## src/rtl/bus_strobe_gen.sv

```systemverilog
module bus_strobe_gen #(
  parameter logic [7:0] CTRL_ADDR = 8'h8E,
  parameter int         PHASES    = 12
) (
  input  logic       clk,
  input  logic       rst,
  input  logic       ext_exec,
  input  logic       xdata_req,
  input  logic       movc_req,
  input  logic       sfr_we,
  input  logic [7:0] sfr_addr,
  input  logic [7:0] sfr_wdata,
  output logic       ale,
  output logic       ale_en,
  output logic       psen_n,
  output logic [3:0] phase
);
  localparam logic [3:0] LAST   = 4'(PHASES - 1);
  localparam logic [3:0] S4_PH  = 4'(PHASES / 2);
  localparam logic [3:0] F1_PH  = 4'd2;
  localparam logic [3:0] F2_PH  = 4'(PHASES / 2 + 2);

  logic [3:0] cnt;
  logic       data_cyc, table_cyc, dis_bit;

  always_ff @(posedge clk) begin
    if (rst) begin
      cnt       <= '0;
      data_cyc  <= 1'b0;
      table_cyc <= 1'b0;
      dis_bit   <= 1'b0;
    end else begin
      cnt <= (cnt == LAST) ? '0 : cnt + 4'd1;
      if (cnt == LAST) begin
        data_cyc  <= xdata_req;
        table_cyc <= movc_req;
      end
      if (sfr_we && sfr_addr == CTRL_ADDR)
        dis_bit <= sfr_wdata[0];
    end
  end

  logic gate, pulse, fetch_win;

  assign gate      = !(dis_bit && !ext_exec) || data_cyc || table_cyc;
  assign pulse     = !rst && ((cnt == '0 && !data_cyc) || cnt == S4_PH);
  assign fetch_win = (cnt >> 1) == (F1_PH >> 1) || (cnt >> 1) == (F2_PH >> 1);

  assign ale    = gate ? pulse : 1'b1;
  assign ale_en = gate;
  assign psen_n = !(!rst && ext_exec && !data_cyc && fetch_win);
  assign phase  = cnt;
endmodule

```

## config.mk

```make
export PLATFORM = sky130hd
export DESIGN_NAME = bus_strobe_gen
export DESIGN_NICKNAME = d
export VERILOG_FILES = /design/src/rtl/bus_strobe_gen.sv
export SDC_FILE = /design/constraint.sdc
export NUM_CORES = 1
export LEC_CHECK = 0
export ABC_AREA = 1
export BUFFER_PORTS_ARGS = -buffer_cell sky130_fd_sc_hd__buf_2
export CAP_MARGIN = 20
export CORE_AREA = 2 2 39 41
export DETAILED_ROUTE_END_ITERATION = 7
export DIE_AREA = 0 0 41 43
export SLEW_MARGIN = 20
export SYNTH_ARGS = -nofsm -noshare
export SYNTH_HDL_FRONTEND = slang
export SYNTH_SLANG_ARGS = --single-unit
```

## constraint.sdc

```tcl
create_clock -name clk -period 1.2 [get_ports clk]
set_clock_uncertainty 0.05 [all_clocks]
set_input_delay 0.12 -clock clk [delete_from_list [all_inputs] [get_ports clk]]
set_output_delay 0.12 -clock clk [all_outputs]
set_load 0.005 [all_outputs]
```

**Word-level counts from Yosys, hierarchy flattened**

Cells that the tools add are included.

- Register bits: 7
- Output and inout port bits: 7

- Reduce and logical (&&, ||, !) cells: 18
- Equality and inequality tests: 5
- $add $sub $neg: 1
- Multiplexer cells: 1

Operator list:

| kind | number |
|---|---|
| equality test 8 bit, second input constant | 1 |
| logical AND 1 bit | 7 |
| zero test 1 bit | 5 |
| adder 4 x 1 -> 4 bit, second input constant | 1 |
| equality test 4 x 3 -> 1 bit, second input constant | 1 |
| equality test 4 bit, second input constant | 1 |
| zero test 4 bit | 1 |
| logical OR 1 bit | 4 |
| equality test 3 x 1 -> 1 bit, second input constant | 1 |
| equality test 3 bit, second input constant | 1 |
| OR reduction 2 bit | 1 |
| 2-to-1 mux 1 bit | 1 |

**Depth between registers and ports, before layout**

Gate-level depths: netlist of the first run.

- Word-level depth: 6
- Mapped depth: 6
- Depth with buffers taken out: 6

**Least setup slack after synthesis of the first run**

No wires, ideal clock.

- Path type: register to register
- Start point: register cnt[1], in the netlist phase[1]
- End point: register data_cyc
- Stages on the path, launching flop included: 5
- Data arrival time: 0.900 ns
- Path buffers: 0
- Clock period less this slack: 1.069 ns
- Path slack: 0.131 ns
- Setup time: 0.119 ns
- Cells stage by stage: dfxtp_1 -> ha_1 -> nand3_2 -> o21ai_0 -> a21oi_1

- Cells in the longest elaborated chain, start to end: 1

RTL lines:

| what | line | RTL |
|---|---|---|
| start, declared | 23 | `logic [3:0] cnt;` |
| start signal, assigned | 33 | `cnt <= (cnt == LAST) ? '0 : cnt + 4'd1;` |
| equality test 4 bit | 34 | `if (cnt == LAST) begin` |
| end signal, assigned | 35 | `data_cyc <= xdata_req;` |
| end, declared | 24 | `logic data_cyc, table_cyc, dis_bit;` |

Every way passes these cells.
A chain may end at the register's enable or synchronous reset.

**Worst setup path after layout of the first run**

- Start point: register cnt[1], in the netlist phase[1]
- End point: output port ale

- Cells in the longest elaborated chain, start to end: 5
- Elaborated cells on any way between the ends: 6

RTL lines:

| what | line | RTL |
|---|---|---|
| zero test 4 bit | 46 | `assign pulse = !rst && ((cnt == '0 && !data_cyc) \|\| cnt == S4_PH);` |
| logical AND 1 bit | 46 |  |
| logical OR 1 bit * | 46 |  |
| logical AND 1 bit * | 46 |  |
| 2-to-1 mux 1 bit * | 49 | `assign ale = gate ? pulse : 1'b1;` |
| end, declared | 13 | `output logic ale,` |

Every way passes the cells marked *; elsewhere a longest branch is shown, timed or not.

==> reports/metrics.cfg, run 1 <==
[status]
status=finished, violations left
violations=setup timing

[drt]
postRouteAntennaNets=0
post_drt_via_cell_ratio=4.45
dr.max_layer_used=met3
drtIter0Drc=3
wl_per_cell_um=9.02
routed_wl_um=992
vias=490
first_pass_iters=2
drc=0
route.met2.wl_um=504
drt-met1-wl_um=426
wl_met3_um=60

[clock_network]
cts_root_buffer=clkbuf_4
htree_levels=1
clock-sinks=7
clk-insertion-delay-late_ns=0.25
cts.clk_slew.worst_paths_ns=0.06
cts_buffer_depth=2
postCtsHoldBufs=0
numCtsBuffers=3
cts_tree=built

[setup_path]
cp-start-kind=flop
slowest_delay_ns=0.36
critical_path_class=flop to output port
crit_path_max_fanout=3
cp_slowest_cell=dfxtp_2
cp-end-kind=output port
cp.arrival_ns=1.14
path_cells=inv_1 > ha_2 > a21oi_2 > o21ai_1 > buf_2
crit_required_ns=1.03

[final_layout]
multi_input_area_um2=269
antenna-diode-count=0
ff_latch_area_um2=146
nets=120
area_growth_syn_to_layout_pct=64.1
fillers=151
final_cells=110
drive_above_1_share_pct=48.9
final_area_um2=686
final_util_pct=49.5

[grt]
grt-ovfl-total=0
grt_pass1_wl_mm=1.45
antenna_found_initial=0
grt_max_degree=6
track_usage_pct=12.3
grt_pass1_vias=386

[synth]
yosys_warnings=0
synthCells=63
ys_ff_latch=7
synth_top_area_share_pct=33.5
syn-cell-area_um2=418
yosysSeqAreaShare_pct=33.5
syn_area_per_cell_um2=6.63
yosys.area.top_type=dfxtp_1
synth.distinct_cells=16
synth_area_leaders=dfxtp_1 (34%), inv_1 (13%), nor2_1 (12%), ha_1 (9.0%), nand2_1 (6.3%)
synthesis.nets=88

[placement]
dpl_cell_area_um2=558
port_buffers=21
dp_hpwl_um=710
dp_slack_ns=0.0394
gp_congestion=0.736
placedCellCount=102

[floorplanning]
die-area_um2=1760
coreArea_um2=1380
die_h_um=43
rows=14
initial_core_util_pct=30.2
top_level_ports=29
dieWidth_um=41

[sta]
relSlewSlack_pct=85.9
rsz0062_at_grt=yes
timing.final.ws_setup_ns=-0.114
slew_violations=0
whs_ns=0.0813
timing.final.setup_violations=2
tightest_slew_ns=0.210
hold_violations=0
clock.fmax_ghz=0.761
tns_ns=-0.140
period_needed_ns=1.31
fin_crit_sh_pct=110

[power_and_ir_drop]
p_leak_nw=0.334
pwr_density_cell_nw_per_um2=893
vdd_drop_max_v=0.000736
p_total_uw=612

[run]
cap_viol_max_count=0

[worst_hold_path]
hp-class=input port to flop

==> layer usage <==
layer	GRT usage (%)	up-vias
met2	19.7	11
met1	13.3	220
li1	-	259
met3	7.85	0
met5	0	-
met4	2.00	0
==> flip-flops by register name, indices dropped and copies added (netlist names) <==
signal     count
data_cyc       1
phase          4
table_cyc      1
dis_bit        1
==> logic make-up (layout without fill, tap and decap cells) <==
family                     Yosys count  count (layout)  share of synthesized area, %
AOI/OAI and AO/OA                    9               9                          12.3
and+or+nand+nor                     27              27                          28.7
buffers and inverters               16              47                          14.4
xor gates and xnor gates             1               1                          2.10
DFF                                  7               7                          33.5
adders and majority gates            3               3                          8.98
==> worst max-delay path: cells and delay by family (launching register included) <==
family,cells,cell delay [ns]
DFF,1,0.36
adders and majority gates,1,0.18
buffers and inverters,2,0.19
AOI/OAI and AO/OA,2,0.18
==> cells in the mapped netlist <==
cell type and n:
nor4_1 1, nand3_2 1, inv_1 15, nand3_1 2
a21oi_1 3, o21ai_0 4, inv_2 1, nand2_1 7
nand4_1 2, a21oi_2 1, dfxtp_1 7, ha_1 3
nor2_1 13, o211ai_1 1, or2_1 1, xor2_1 1
==> area by class of cell <==
cell class	instances	share of cell area, %
multi-input combinational	40	39.2
timing repair buffer	27	23.9
sequential	7	21.4
inverter	16	8.76
clock buffer	4	3.83
tap	16	2.92
==> path summary, 6_finish.rpt <==
kind,from,endpoint,slack [ns],cells past startpoint
hold / removal,movc_req,table_cyc,0.08,3
setup / recovery,phase[1],ale,-0.11,5
hold reg to reg,table_cyc,table_cyc,0.42,2
setup reg to reg,phase[0],phase[2],0.04,5
==> cell usage in the layout, fill, tap and decap left out, drive strengths merged <==
cell type  Yosys  layout
nand4          2       2
nor4           1       1
buf            0      27
or2            1       1
nor2          13      13
a21oi          4       4
inv           16      16
o21ai          4       4
nand3          3       3
clkbuf         0       4
o211ai         1       1
nand2          7       7
dfxtp          7       7
xor2           1       1
ha             3       3
==> power breakdown <==
part	switching, mW	internal, mW	leakage (nW)
sequential	0.0106	0.243	0.0590
clock	0.0906	0.127	0.0150
combinational	0.0648	0.0761	0.260
total	0.166	0.446	0.334
==> what timing repair did <==
item	in CTS	in global routing
endpoints found under the hold margin	0	0
setup buffers	2	2
endpoints found under the setup margin	2	8
gates resized for setup	11	11
pin swaps	5	5
Note: power is estimated with default switching activity, not from simulation.
==> inputs of run 2 (changes only) <==
Clock period 1.2 ns to 1.7 ns, I/O delays scaled along.
==> reports/metrics.cfg, run 2 (synthesis gave the netlist of run 1 again) <==
[power_and_ir_drop]
swShare_pct=25.5  ; -1.6 points
p_switching_uw=100  ; -40%
pwr_density_cell_nw_per_um2=691  ; -23%
p_clk_share_pct=38.0  ; +2.4 points
pwr-share-comb_pct=16.5  ; -6.5 points
vdd_drop_max_v=0.000515  ; -30%
p_leak_nw=0.301  ; -9.9%
seqPwrFrac_pct=45.5  ; +4.1 points
intPower_uw=293  ; -34%

[run]
cap_viol_max_count=0  ; unchanged

[clock_network]
clk-insertion-delay-late_ns=0.25  ; about the same
cts_tree=built
cts_root_buffer=clkbuf_4
post-cts-setup-buffers=0  ; -2
cts_resized=0  ; -11
cts.clk_slew.worst_paths_ns=0.05  ; about the same
postCtsHoldBufs=0  ; unchanged
htree_levels=1  ; unchanged
clock-sinks=7  ; unchanged
numCtsBuffers=3  ; unchanged
cts_buffer_depth=2  ; unchanged

[status]
status=finished clean

[drt]
vias=444  ; -9.4%
wl_per_cell_um=8.12  ; -10%
postRouteAntennaNets=0  ; unchanged
first_pass_iters=4  ; +2
post_drt_via_cell_ratio=4.27  ; -4.2%
drc=0  ; unchanged
routed_wl_um=844  ; -15%
drtIter0Drc=7  ; +4

[floorplanning]
coreArea_um2=1380  ; unchanged
initial_core_util_pct=30.2  ; unchanged
die-area_um2=1760  ; unchanged
dieWidth_um=41  ; unchanged
top_level_ports=29  ; unchanged
rows=14  ; unchanged
die_h_um=43  ; unchanged

[placement]
port_buffers=21  ; unchanged
dp_hpwl_um=703  ; -0.97%
gp_congestion=0.718  ; -2.5%

[final_layout]
fillers=150  ; -0.66%
drive_above_1_share_pct=30.7  ; -18 points
antenna-diode-count=0  ; unchanged
largest_reg_flops=4  ; unchanged
mostFrequentLayoutCell=buf_2
nets=114  ; -5.0%
area_growth_syn_to_layout_pct=36.2
final_cell_mix=buf_2 (21), inv_1 (15), nor2_1 (13)

[sta]
fin_crit_sh_pct=89.2
hold_violations=0  ; unchanged
tns_ns=0  ; +0.140 ns
timing.final.setup_violations=0  ; -2
relSlewSlack_pct=84.5  ; -1.4 points
whs_ns=0.143  ; +0.0620 ns
rsz0062_at_grt=no
period_needed_ns=1.52
tightest_slew_ns=0.230  ; +0.0200 ns
slew_violations=0  ; unchanged
clock.fmax_ghz=0.660

[setup_path]
cp-end-kind=output port
crit_required_ns=1.48  ; +0.45 ns
cp.arrival_ns=1.30  ; +0.16 ns
cp_slowest_cell=dfxtp_1
crit_path_max_fanout=5  ; +2
cp-start-kind=flop
path_cells=inv_1 > ha_1 > o211ai_1 > o21ai_0 > buf_2
slowest_delay_ns=0.39  ; +0.03 ns
critical_path_class=flop to output port

[worst_hold_path]
hp-class=input port to flop

[grt]
antenna_found_initial=0  ; unchanged
grt_pass1_vias=354  ; -8.3%
grt-ovfl-total=0  ; unchanged
track_usage_pct=11.4  ; -0.89 points
grt_max_degree=7  ; +1
grt_pass1_wl_mm=1.32  ; -9.1%

-- run 2: metal layers --
layer,routed length [µm],share of wire (%),vias up,track usage (%)
li1,-,-,244,-
met1,381,45,186,13.3
met2,380,45,14,15.9
met3,82,9.7,0,7.85
met4,0,0,0,4.00
met5,0,0,-,0
-- run 2: worst max-delay path, delay by kind of cell (launching register included) --
kind,cells,cell delay [ns]
flip-flops,1,0.39
AO/OA/AOI/OAI,2,0.26
buffers and inverters,2,0.21
adder cells (fa/ha/maj),1,0.20
-- run 2: power groups by stage --
stage	registers, mW	clock network, mW	logic, mW
after global routing	0.180	0.166	0.0745
after CTS	0.179	0.157	0.0660
after detailed placement	0.182	0	0.0654
after floorplan	0.181	0	0.0336
after global placement	0.182	0	0.0649
final	0.179	0.149	0.0649
-- run 2: worst paths after layout --
kind | startpoint | endpoint | slack, ns | depth (start not counted)
worst max-delay path | phase[0] | ale | 0.18 | 5
worst min register to register | table_cyc | table_cyc | 0.40 | 2
worst min-delay path | movc_req | table_cyc | 0.14 | 3
worst max register to register | phase[1] | phase[3] | 0.54 | 4
-- run 2: layout make-up --
cell class,instances,area (µm²),area share (%)
multi-input combinational,40,218,38.2
timing repair buffer,21,105,18.5
tap,16,20.0,3.52
sequential,7,140,24.6
inverter,16,60.1,10.5
clock buffer,4,26.3,4.62
-- run 2: stage by stage --
| stage | setup WS (ns) | area, µm² | util, % | total power, mW | std cells |
|---|---|---|---|---|---|
| 6_report | 0.184 | 569 | 41.1 | 0.393 | 104 |
| 5_1_grt | 0.0883 | 569 | 41.1 | 0.420 | 104 |
| 4_1_cts | 0.165 | 569 | 41.1 | 0.402 | 104 |
| 3_5_place_dp | 0.446 | 543 | 39.2 | 0.248 | 100 |
| 3_3_place_gp | 0.449 | 543 | 39.2 | 0.247 | 100 |
| 2_1_floorplan | 0.592 | 418 | - | 0.215 | 63 |
==> inputs of run 3 (changes only) <==
Settings changed: CELL_PAD_IN_SITES_DETAIL_PLACEMENT set to 0, CELL_PAD_IN_SITES_GLOBAL_PLACEMENT set to 2, CORE_AREA 2 2 39 41 to unset, CORE_MARGIN set to 2, CORE_UTILIZATION set to 19, DIE_AREA 0 0 41 43 to unset, PLACE_DENSITY_LB_ADDON set to 0.1.
==> reports/metrics.cfg, run 3 (synthesis gave the netlist of run 1 again) <==
[sta]
clock.fmax_ghz=0.662  ; +0.41%
timing.final.ws_setup_ns=0.190  ; +0.00625 ns
slew_violations=0  ; unchanged
period_needed_ns=1.51  ; -0.00625 ns
relSlewSlack_pct=83.3  ; -1.3 points
hold_violations=0  ; unchanged
tns_ns=0  ; unchanged
timing.final.setup_violations=0  ; unchanged
fin_crit_sh_pct=88.8  ; -0.37 points
rsz0062_at_grt=no
tightest_slew_ns=0.249  ; +0.0190 ns

[setup_path]
critical_path_class=flop to output port
cp-end-kind=output port
path_buf_inv=2  ; unchanged
crit_required_ns=1.48  ; about the same
cp.arrival_ns=1.29  ; about the same
cp_slowest_cell=dfxtp_1
cp-start-kind=flop
crit_family=flip-flops
path_cells=inv_1 > ha_1 > o211ai_1 > o21ai_0 > buf_2
crit_path_max_fanout=5  ; unchanged
slowest_delay_ns=0.39  ; about the same

[floorplanning]
top_level_ports=29  ; unchanged
initial_core_util_pct=20.7  ; -9.5 points
die_h_um=50.9  ; +18%
dieWidth_um=50.9  ; +24%
rows=16  ; +2
coreArea_um2=2020  ; +46%
die-area_um2=2590  ; +47%

[power_and_ir_drop]
swShare_pct=26.0  ; +0.50 points
p_switching_uw=103  ; +2.7%
pwr-share-comb_pct=16.6  ; about the same
p_leak_nw=0.301  ; unchanged
seqPwrFrac_pct=45.1  ; -0.4 points
p_clk_share_pct=38.2  ; +0.2 points
intPower_uw=293  ; about the same
vdd_drop_max_v=0.000337  ; -35%
pwr_density_cell_nw_per_um2=679  ; -1.6%
p_total_uw=396  ; +0.76%

[clock_network]
postCtsHoldBufs=0  ; unchanged
cts_tree=built
htree_levels=1  ; unchanged
cts_root_buffer=clkbuf_4
clk-insertion-delay-late_ns=0.25  ; about the same
clock-sinks=7  ; unchanged
cts_resized=0  ; unchanged
numCtsBuffers=3  ; unchanged
cts_buffer_depth=2  ; unchanged
post-cts-setup-buffers=0  ; unchanged
cts.clk_slew.worst_paths_ns=0.05  ; about the same

[placement]
port_buffers=21  ; unchanged
gp_congestion=0.704  ; -1.9%
dp_slack_ns=0.440  ; -0.00575 ns
dp_hpwl_um=835  ; +19%

[drt]
postRouteAntennaNets=0  ; unchanged
drc=0  ; unchanged
routed_wl_um=973  ; +15%
post_drt_via_cell_ratio=3.82  ; -11%
vias=439  ; -1.1%
drtIter0Drc=3  ; -4
wl_per_cell_um=8.46  ; +4.3%
first_pass_iters=3  ; -1

[run]
cap_viol_max_count=0  ; unchanged

[grt]
grt_pass1_wl_mm=1.67  ; +27%
antenna_found_initial=0  ; unchanged
grt-ovfl-total=0  ; unchanged
grt_pass1_vias=418  ; +18%
track_usage_pct=8.77  ; -2.6 points
grt_max_degree=7  ; unchanged

[status]
status=finished clean

[final_layout]
largest_reg_flops=4  ; unchanged
final_cell_mix=buf_2 (21), inv_1 (15), nor2_1 (13)
drive_above_1_share_pct=30.7  ; unchanged
mostFrequentLayoutCell=buf_2
antenna-diode-count=0  ; unchanged
nets=114  ; unchanged
area_growth_syn_to_layout_pct=39.5

[worst_hold_path]
hp-class=input port to flop

[run 3: layout make-up]
cell class / instances / area [µm²]
Tap cell: 27 / 33.8
Multi-Input combinational cell: 40 / 218
Inverter: 16 / 60.1
Clock buffer: 4 / 26.3
Sequential cell: 7 / 140
Timing Repair Buffer: 21 / 105
Fill cell: 245 / 1440
[run 3: stage by stage]
step	std cells	area, µm²	hold WS (ns)	utilization (%)
finish	115	583	0.150	28.8
global route	115	583	0.162	28.8
CTS	115	583	0.147	28.8
detailed placement	111	557	0.403	27.5
global placement	111	557	0.402	27.5
floorplan	63	418	0.306	-
[run 3: final timing paths]
| check | startpoint | to | slack [ns] | cells after the start |
|---|---|---|---|---|
| worst max-delay path | phase[0] | ale | 0.19 | 5 |
| worst min register to register | table_cyc | table_cyc | 0.41 | 2 |
| worst min-delay path | movc_req | table_cyc | 0.15 | 3 |
| worst max register to register | phase[1] | phase[3] | 0.53 | 4 |
[run 3: metal layers]
layer	wire length [µm]	track usage, %	part of all wire (%)	vias up
li1	-	-	-	243
met1	487	10.5	50	185
met2	416	13.0	43	9
met3	57	5.26	5.9	2
met4	12	2.70	1.2	0
met5	0	0	0	-
[run 3: power by group through the flow]
stage          clock network (mW)  registers [mW]  logic [mW]
2_1_floorplan                   0           0.181      0.0336
3_3_place_gp                    0           0.183      0.0675
3_5_place_dp                    0           0.182      0.0675
4_1_cts                     0.159           0.179      0.0679
5_1_grt                     0.168           0.180      0.0774
6_report                    0.151           0.179      0.0659
[run 3: worst min-delay path, cell delays in order]
cell,delay (ns)
buf_2,0.08
o21ai_0,0.07
a21oi_1,0.10
